### config.mk
export PLATFORM = sky130hd
export DESIGN_NAME = hecc_corrector
export DESIGN_NICKNAME = d
export VERILOG_FILES = /design/src/rtl/hecc_pkg.sv /design/src/rtl/hecc_syndrome.sv /design/src/rtl/hecc_classify.sv /design/src/rtl/hecc_locate.sv /design/src/rtl/hecc_corrector.sv
export SDC_FILE = /design/constraint.sdc
export NUM_CORES = 1
export LEC_CHECK = 0
export ABC_AREA = 1
export BUFFER_PORTS_ARGS = -buffer_cell sky130_fd_sc_hd__buf_2
export CAP_MARGIN = 20
export CORE_MARGIN = 1
export CORE_UTILIZATION = 25
export DETAILED_ROUTE_END_ITERATION = 8
export SLEW_MARGIN = 0
export SYNTH_ARGS = -nofsm -noshare
export SYNTH_HDL_FRONTEND = slang
export SYNTH_SLANG_ARGS = --single-unit
### constraint.sdc
create_clock -name clk -period 1.8 [get_ports clk]
set_clock_uncertainty 0.2 [all_clocks]
set_input_delay 0.27 -clock clk [delete_from_list [all_inputs] [get_ports clk]]
set_output_delay 0.27 -clock clk [all_outputs]
set_load 0.05 [all_outputs]
### src/rtl/hecc_pkg.sv
package hecc_pkg;

    typedef enum logic [1:0] {
        ST_CLEAN = 2'b00,
        ST_FIXED = 2'b01,
        ST_CODE  = 2'b10,
        ST_BAD   = 2'b11
    } hecc_status_e;

endpackage

### src/rtl/hecc_syndrome.sv
// Lane-wise XOR of the two codes, plus the per-lane pair test that marks a
// syndrome as a single data-bit error pattern.
module hecc_syndrome #(
    parameter int LANES  = 3,
    parameter int LANE_W = 8,
    localparam int SYN_W = LANES * LANE_W,
    localparam int PAIRS = LANE_W / 2
) (
    input  logic [SYN_W-1:0] stored_code,
    input  logic [SYN_W-1:0] calc_code,
    output logic [SYN_W-1:0] syn,
    output logic             pairs_split,
    output logic             single_bit,
    output logic             stored_blank
);

    logic [LANES-1:0] lane_ok;

    assign syn = stored_code ^ calc_code;

    for (genvar l = 0; l < LANES; l++) begin : g_lane
        logic [PAIRS-1:0] pair_diff;
        for (genvar k = 0; k < PAIRS; k++) begin : g_pair
            assign pair_diff[k] = syn[l*LANE_W + 2*k + 1] ^ syn[l*LANE_W + 2*k];
        end
        assign lane_ok[l] = &pair_diff;
    end

    assign pairs_split  = &lane_ok;
    assign single_bit   = (syn != '0) && ((syn & (syn - SYN_W'(1))) == '0);
    assign stored_blank = &stored_code;

endmodule

### src/rtl/hecc_classify.sv
// Priority decision from syndrome flags to the status code.
module hecc_classify
    import hecc_pkg::*;
(
    input  logic         syn_zero,
    input  logic         ignore_blank,
    input  logic         stored_blank,
    input  logic         pairs_split,
    input  logic         single_bit,
    output hecc_status_e verdict
);

    always_comb begin
        if (syn_zero) begin
            verdict = ST_CLEAN;
        end else if (ignore_blank && stored_blank) begin
            verdict = ST_CLEAN;
        end else if (pairs_split) begin
            verdict = ST_FIXED;
        end else if (single_bit) begin
            verdict = ST_CODE;
        end else begin
            verdict = ST_BAD;
        end
    end

endmodule

### src/rtl/hecc_locate.sv
// Gathers the odd-position syndrome bits into the byte and bit address.
// The low lanes give four byte-address bits each. The top lane's lowest odd bit
// is the byte-address MSB, and its remaining odd bits form the bit index.
module hecc_locate #(
    parameter int LANES  = 3,
    parameter int LANE_W = 8,
    localparam int SYN_W = LANES * LANE_W,
    localparam int PAIRS = LANE_W / 2,
    localparam int BYTE_W = (LANES - 1) * PAIRS + 1,
    localparam int BIT_W  = PAIRS - 1
) (
    input  logic [SYN_W-1:0]  syn,
    output logic [BYTE_W-1:0] byte_idx,
    output logic [BIT_W-1:0]  bit_idx
);

    localparam int TOP = (LANES - 1) * LANE_W;

    for (genvar l = 0; l < LANES - 1; l++) begin : g_low
        for (genvar k = 0; k < PAIRS; k++) begin : g_odd
            assign byte_idx[l*PAIRS + k] = syn[l*LANE_W + 2*k + 1];
        end
    end

    assign byte_idx[BYTE_W-1] = syn[TOP + 1];

    for (genvar k = 1; k < PAIRS; k++) begin : g_bit
        assign bit_idx[k-1] = syn[TOP + 2*k + 1];
    end

    // Even-position bits carry no address; they only feed the pair test.
    logic unused_even;
    always_comb begin
        unused_even = 1'b0;
        for (int i = 0; i < SYN_W; i += 2) begin
            unused_even = unused_even ^ syn[i];
        end
    end

endmodule

### src/rtl/hecc_corrector.sv
module hecc_corrector
    import hecc_pkg::*;
#(
    parameter int LANES  = 3,
    parameter int LANE_W = 8,
    localparam int SYN_W  = LANES * LANE_W,
    localparam int PAIRS  = LANE_W / 2,
    localparam int BYTE_W = (LANES - 1) * PAIRS + 1,
    localparam int BIT_W  = PAIRS - 1
) (
    input  logic              clk,
    input  logic              rst_n,
    input  logic              start,
    input  logic              ignore_blank,
    input  logic [SYN_W-1:0]  stored_code,
    input  logic [SYN_W-1:0]  calc_code,
    output logic [1:0]        status,
    output logic [BYTE_W-1:0] err_byte,
    output logic [BIT_W-1:0]  err_bit,
    output logic              done,
    input  logic [LANE_W-1:0] fix_in,
    input  logic [BYTE_W-1:0] fix_idx,
    output logic [LANE_W-1:0] fix_out
);

    typedef struct packed {
        hecc_status_e      verdict;
        logic [BYTE_W-1:0] byte_idx;
        logic [BIT_W-1:0]  bit_idx;
        logic              done;
    } state_t;

    state_t state_d, state_q;

    logic [SYN_W-1:0]  syn;
    logic              pairs_split, single_bit, stored_blank;
    hecc_status_e      verdict;
    logic [BYTE_W-1:0] loc_byte;
    logic [BIT_W-1:0]  loc_bit;

    hecc_syndrome #(.LANES(LANES), .LANE_W(LANE_W)) u_syn (
        .stored_code (stored_code),
        .calc_code   (calc_code),
        .syn         (syn),
        .pairs_split (pairs_split),
        .single_bit  (single_bit),
        .stored_blank(stored_blank)
    );

    hecc_classify u_cls (
        .syn_zero    (syn == '0),
        .ignore_blank(ignore_blank),
        .stored_blank(stored_blank),
        .pairs_split (pairs_split),
        .single_bit  (single_bit),
        .verdict     (verdict)
    );

    hecc_locate #(.LANES(LANES), .LANE_W(LANE_W)) u_loc (
        .syn     (syn),
        .byte_idx(loc_byte),
        .bit_idx (loc_bit)
    );

    always_comb begin
        state_d      = state_q;
        state_d.done = start;
        if (start) begin
            state_d.verdict = verdict;
            if (verdict == ST_FIXED) begin
                state_d.byte_idx = loc_byte;
                state_d.bit_idx  = loc_bit;
            end else begin
                state_d.byte_idx = '0;
                state_d.bit_idx  = '0;
            end
        end
    end

    always_ff @(posedge clk or negedge rst_n) begin
        if (!rst_n) begin
            state_q <= '{verdict: ST_CLEAN, byte_idx: '0, bit_idx: '0, done: 1'b0};
        end else begin
            state_q <= state_d;
        end
    end

    logic hit;
    assign hit = (state_q.verdict == ST_FIXED) && (fix_idx == state_q.byte_idx);

    always_comb begin
        fix_out = fix_in;
        if (hit) begin
            fix_out[state_q.bit_idx] = ~fix_in[state_q.bit_idx];
        end
    end

    assign status   = state_q.verdict;
    assign err_byte = state_q.byte_idx;
    assign err_bit  = state_q.bit_idx;
    assign done     = state_q.done;

endmodule

# [Yosys cells after proc, flatten, opt, wreduce, memory -nomap -nowiden]
# Cells that the tools add are included.
[classes] order_cmp=2 bitwise=15 add_sub_neg=1 muxes=11 eq_ne=3 reduce_logical=9
[op_table] cell="24-bit zero test" count=2
[op_table] cell="24-bit AND" count=1
[op_table] cell="24-bit AND reduction" count=1
[op_table] cell="24-bit nonzero test" count=1
[op_table] cell="24-bit by 1-bit subtractor with 24-bit output (second input constant)" count=1
[op_table] cell="24-bit XOR" count=1
[op_table] cell="12-bit 2-to-1 mux" count=1
[op_table] cell="12-bit AND reduction" count=1
[op_table] cell="1-bit XOR" count=12
[op_table] cell="9-bit equality test" count=1
[op_table] cell="8-bit bitwise mux" count=1
[op_table] cell="8-bit 2-to-1 mux" count=1
[op_table] cell="2-bit 2-to-1 mux" count=3
[op_table] cell="2-bit by 1-bit equality test with 1-bit output (second input constant)" count=2
[op_table] cell="1-bit logical AND" count=4
[op_table] cell="3-bit by 4-bit < comparator with 1-bit output (second input constant)" count=1
[op_table] cell="1-bit binary-select mux with 3-bit select" count=1
[op_table] cell="1-bit demux with 3-bit select" count=1
[op_table] cell="3-bit by 1-bit greater-or-equal comparator with 1-bit output (second input constant)" count=1
[op_table] cell="1-bit 2-to-1 mux" count=3
[op_table] cell="1-bit inverter" count=1
[totals] reg_bits=15 input_bits=69

# [Longest topological paths before layout]
[depth] ltp_word=11 ltp_mapped=19 mapped_depth_nobuf=19

# [By module]
# Synthesis repeated with hierarchy kept, for this count alone.
[unflattened] cells_unflattened=487 area_unflattened_um2=2742.6
[modules_own_cells] mod="hecc_syndrome" area_each_um2=1567.8 n_inst=1 cells_per_inst=315
[modules_own_cells] mod="hecc_corrector" area_each_um2=1058.5 n_inst=1 cells_per_inst=153
[modules_own_cells] mod="hecc_locate" area_each_um2=90.1 n_inst=1 cells_per_inst=12
[modules_own_cells] mod="hecc_classify" area_each_um2=26.3 n_inst=1 cells_per_inst=7

# [Worst setup path before layout]
# Ideal clock, no wire load.
[synth_timing] path_type="register to output" from="register state_q, in the netlist err_byte[7]" to="output port fix_out[0]" required_ns=1.330 n_path_buf=1 setup_slack_ns=-1.231 arrival_ns=2.561 path_stages_with_launch=9 path_cell_list="dfrtp_1 -> inv_1 -> or2_2 -> nand3_1 -> nor4_1 -> nand3_1 -> inv_2 -> buf_2 -> o21ai_0"
[synth_via] elab_chain_cells=3
[synth_rtl] item="start: declaration" line_no="hecc_corrector.sv:33" rtl="state_t state_d, state_q;"
[synth_rtl] item="start signal: assignment" line_no="hecc_corrector.sv:82" rtl="state_q <= '{verdict: ST_CLEAN, byte_idx: '0, bit_idx: '0, done: 1'b0};"
[synth_rtl] item="start signal: assignment" line_no="hecc_corrector.sv:84" rtl="state_q <= state_d;"
[synth_rtl] item="9-bit equality test" line_no="hecc_corrector.sv:89" rtl="assign hit = (state_q.verdict == ST_FIXED) && (fix_idx == state_q.byte_idx);"
[synth_rtl] item="1-bit logical AND" line_no="hecc_corrector.sv:89"
[synth_rtl] item="8-bit 2-to-1 mux" line_no="hecc_corrector.sv:93" rtl="if (hit) begin"
[synth_rtl] item="end: declaration" line_no="hecc_corrector.sv:23" rtl="output logic [LANE_W-1:0] fix_out"
# No other way between the ends.

# [Worst setup path in the final report]
[layout_timing] from="register state_q, in the netlist err_byte[6]" to="output port fix_out[7]"
# The elaborated chain is that of the path after synthesis.

==> flow_metrics.py <==
metrics = {
    "clocking": {
        "clockBufferDepth": 2,
        "cts.sinks": 15,
        "cts_tree": "yes",
        "cts_root_buf": "clkbuf_8",
        "clk_pin_slew_worst_paths_ns": 0.06,
        "clk_latency_ns": 0.24,
        "h-tree-depth": 1,
        "numCtsBuffers": 3,
    },
    "floorplan": {
        "rows": 37,
        "io_pins": 92,
        "die_w_um": 105,
        "die_h_um": 105,
        "start_util_pct": 25.7,
        "core_mm2": 0.0103,
        "dieArea_mm2": 0.0110,
    },
    "grt": {
        "grt.total_usage_pct": 16.3,
        "antenna_found_initial": 0,
        "globalRoute.totalOverflow": 0,
        "grt_max_degree": 21,
        "grt_pass1_wl_mm": 14.7,
        "grt_pass1_vias": 3249,
    },
    "synthesis": {
        "synth_mux_area_share_pct": 0,
        "synthesis.nets": 510,
        "synthesis.area_mm2": 0.00264,
        "synthAdderAreaFrac_pct": 7.12,
        "synth_compound_area_share_pct": 6.36,
        "synth-edff-count": 0,
        "synth-seq-cells": 15,
        "synth_top_family_by_area": "simple AND/OR/NAND/NOR gates",
        "synth-xor-area-share_pct": 10.2,
        "syn_inst": 426,
        "synth_cell_type_count": 36,
        "syn_area_per_cell_um2": 6.19,
        "synth.yosys.warnings": 0,
        "ys_seq_area_share_pct": 14.2,
        "synthSimpleGateAreaFrac_pct": 49.6,
        "async_flop_share_pct": 100,
        "ys.flop_type": "dfrtp_1",
    },
    "timing": {
        "setup_viol": 21,
        "layout_setup_ws_ns": -0.591,
        "timing.hold.ws_ns": 0.0677,
        "tightest_slew_ns": 0.724,
        "rsz0062_at_grt": "true",
        "fin_crit_ns": 2.39,
        "drv_slew": 0,
        "timing.final.crit_share_pct": 133,
        "hold_violations": 0,
        "clock.fmax_mhz": 418,
        "slew_headroom_pct": 51.7,
    },
    "route": {
        "first_iter_violations": 203,
        "ant_nets": 0,
        "firstDrtPassIters": 4,
        "postRouteWirelength_mm": 9.05,
        "viasPerCell": 4.45,
        "drc": 0,
        "wl_per_cell_um": 12.0,
        "num_vias": 3366,
    },
    "outcome": {
        "status": "finished with violations",
        "violations": "negative setup slack",
    },
    "finish": {
        "final_common_cell": "nand2_1",
        "fin_util_pct": 45.1,
        "antenna_cells": 0,
        "area_growth_pct": 75.7,
        "layout_common_cells": "nand2_1, buf_4, buf_2",
        "drive_gt1_share_pct": 51.6,
        "finalNetCount": 705,
        "fin_area_mm2": 0.00463,
    },
    "worst_setup_path": {
        "cp-startpoint": "err_byte[6]",
        "crit_required_ns": 1.33,
        "cp-endpoint": "fix_out[7]",
        "endpoint_kind": "output pin",
        "cp.arrival_ns": 1.92,
        "r2r-end": "err_byte[2]",
        "r2r_slack_ns": 0.64,
        "critPathMaxFanout": 5,
        "r2r_cells": 4,
        "r2r-start": "err_byte[2]",
        "cp-start-kind": "flop",
        "crit_type": "reg -> out",
    },
    "placed_design": {
        "dpl_cell_area_mm2": 0.00402,
        "dp_slack_ns": -0.586,
        "dp_hpwl_mm": 7.28,
        "gp_congestion": 0.880,
        "portBuffers": 91,
    },
    "power_and_ir_drop": {
        "vdd_drop_max_uv": 183,
        "powerDensity_mw_per_mm2": 341,
        "p_leak_nw": 2.41,
    },
    "job": {
        "cap_viol_max_count": 0,
    },
    "hold_path": {
        "min_path_type": "in -> reg",
    },
}
area by class of cell:
cell class                 count  area (µm²)
fill                        1033        5640
sequential                    15         385
clock buffer                   4        45.0
timing repair buffer         192        1370
inverter                      79         302
multi-input combinational    329        2350
timing repair inverter         1        7.51
tap                          136         170
power by group:
group          total, W  internal [W]  switching (W)
registers      0.000344      0.000342     0.00000201
clock network  0.000263      0.000156       0.000107
logic          0.000975      0.000460       0.000515
sequential cells by signal, indices dropped and copies added, names as in the netlist:
register	cells
done	1
err_byte	9
status	2
err_bit	3
what timing repair did:
| item | in CTS | in global routing |
|---|---|---|
| resized for setup | 48 | 47 |
| hold endpoints to repair | 15 | 0 |
| setup endpoints to repair | 21 | 22 |
| gates cloned | 2 | 0 |
| setup buffers | 13 | 4 |
| pin swaps | 10 | 20 |
| hold buffers | 1 | 0 |
synth_stat cells (6+ instances only):
cell type,n,area (µm²)
nand4_1,17,106
nand2_2,26,163
nand3_1,42,210
o21ai_1,8,40.0
ha_1,15,188
nor2_1,26,97.6
nand2_4,8,90.1
nand2_1,111,417
o31ai_1,8,60.1
o21ai_0,7,35.0
xor2_1,18,158
inv_2,6,22.5
inv_1,72,270
dfrtp_1,15,375
worst min path at each step:
stage           from           to  slack (ns)  cells past startpoint
6_report       start         done        0.07                      1
3_3_place_gp   rst_n    status[1]       -0.01                      1
4_1_cts        start         done        0.05                      1
3_5_place_dp   rst_n  err_byte[0]       -0.01                      1
5_1_grt        start         done        0.07                      1
2_1_floorplan  rst_n         done       -0.23                      0
layer usage:
metal	GRT usage (%)	part of all wire (%)	routed length, µm	vias up
met2	29.1	49	4470	97
met1	20.7	44	4000	1518
met5	0	0	0	-
met4	4.83	1.7	150	0
met3	1.12	4.8	435	12
li1	-	-	-	1739
worst max-delay path, cell delays in order, from the launching register on:
cell,delay [ns]
dfrtp_2,0.41
xnor2_1,0.21
nand3_2,0.09
nor4_2,0.24
nand3_1,0.12
buf_6,0.15
clkinvlp_4,0.12
buf_4,0.14
o21ai_4,0.05
buf_6,0.15
logic make-up (layout without fill, tap and decap cells):
family | Yosys count | after routing
buf+inv | 83 | 276
simple gates | 258 | 259
xor+xnor | 26 | 26
flops | 15 | 15
fa+ha+maj | 15 | 15
compound gates | 29 | 29
through the flow:
| step | TNS [ns] | instances | total power, W |
|---|---|---|---|
| 6_report | -6.55 | 756 | 0.00158 |
| 3_5_place_dp | -9.08 | 733 | 0.00118 |
| 4_1_cts | -5.02 | 753 | 0.00151 |
| 5_1_grt | -8.04 | 756 | 0.00171 |
| 3_3_place_gp | -7.45 | 733 | 0.00117 |
| 2_1_floorplan | -3.02 | 426 | 0.000792 |
(Power assumes the default switching activity.)
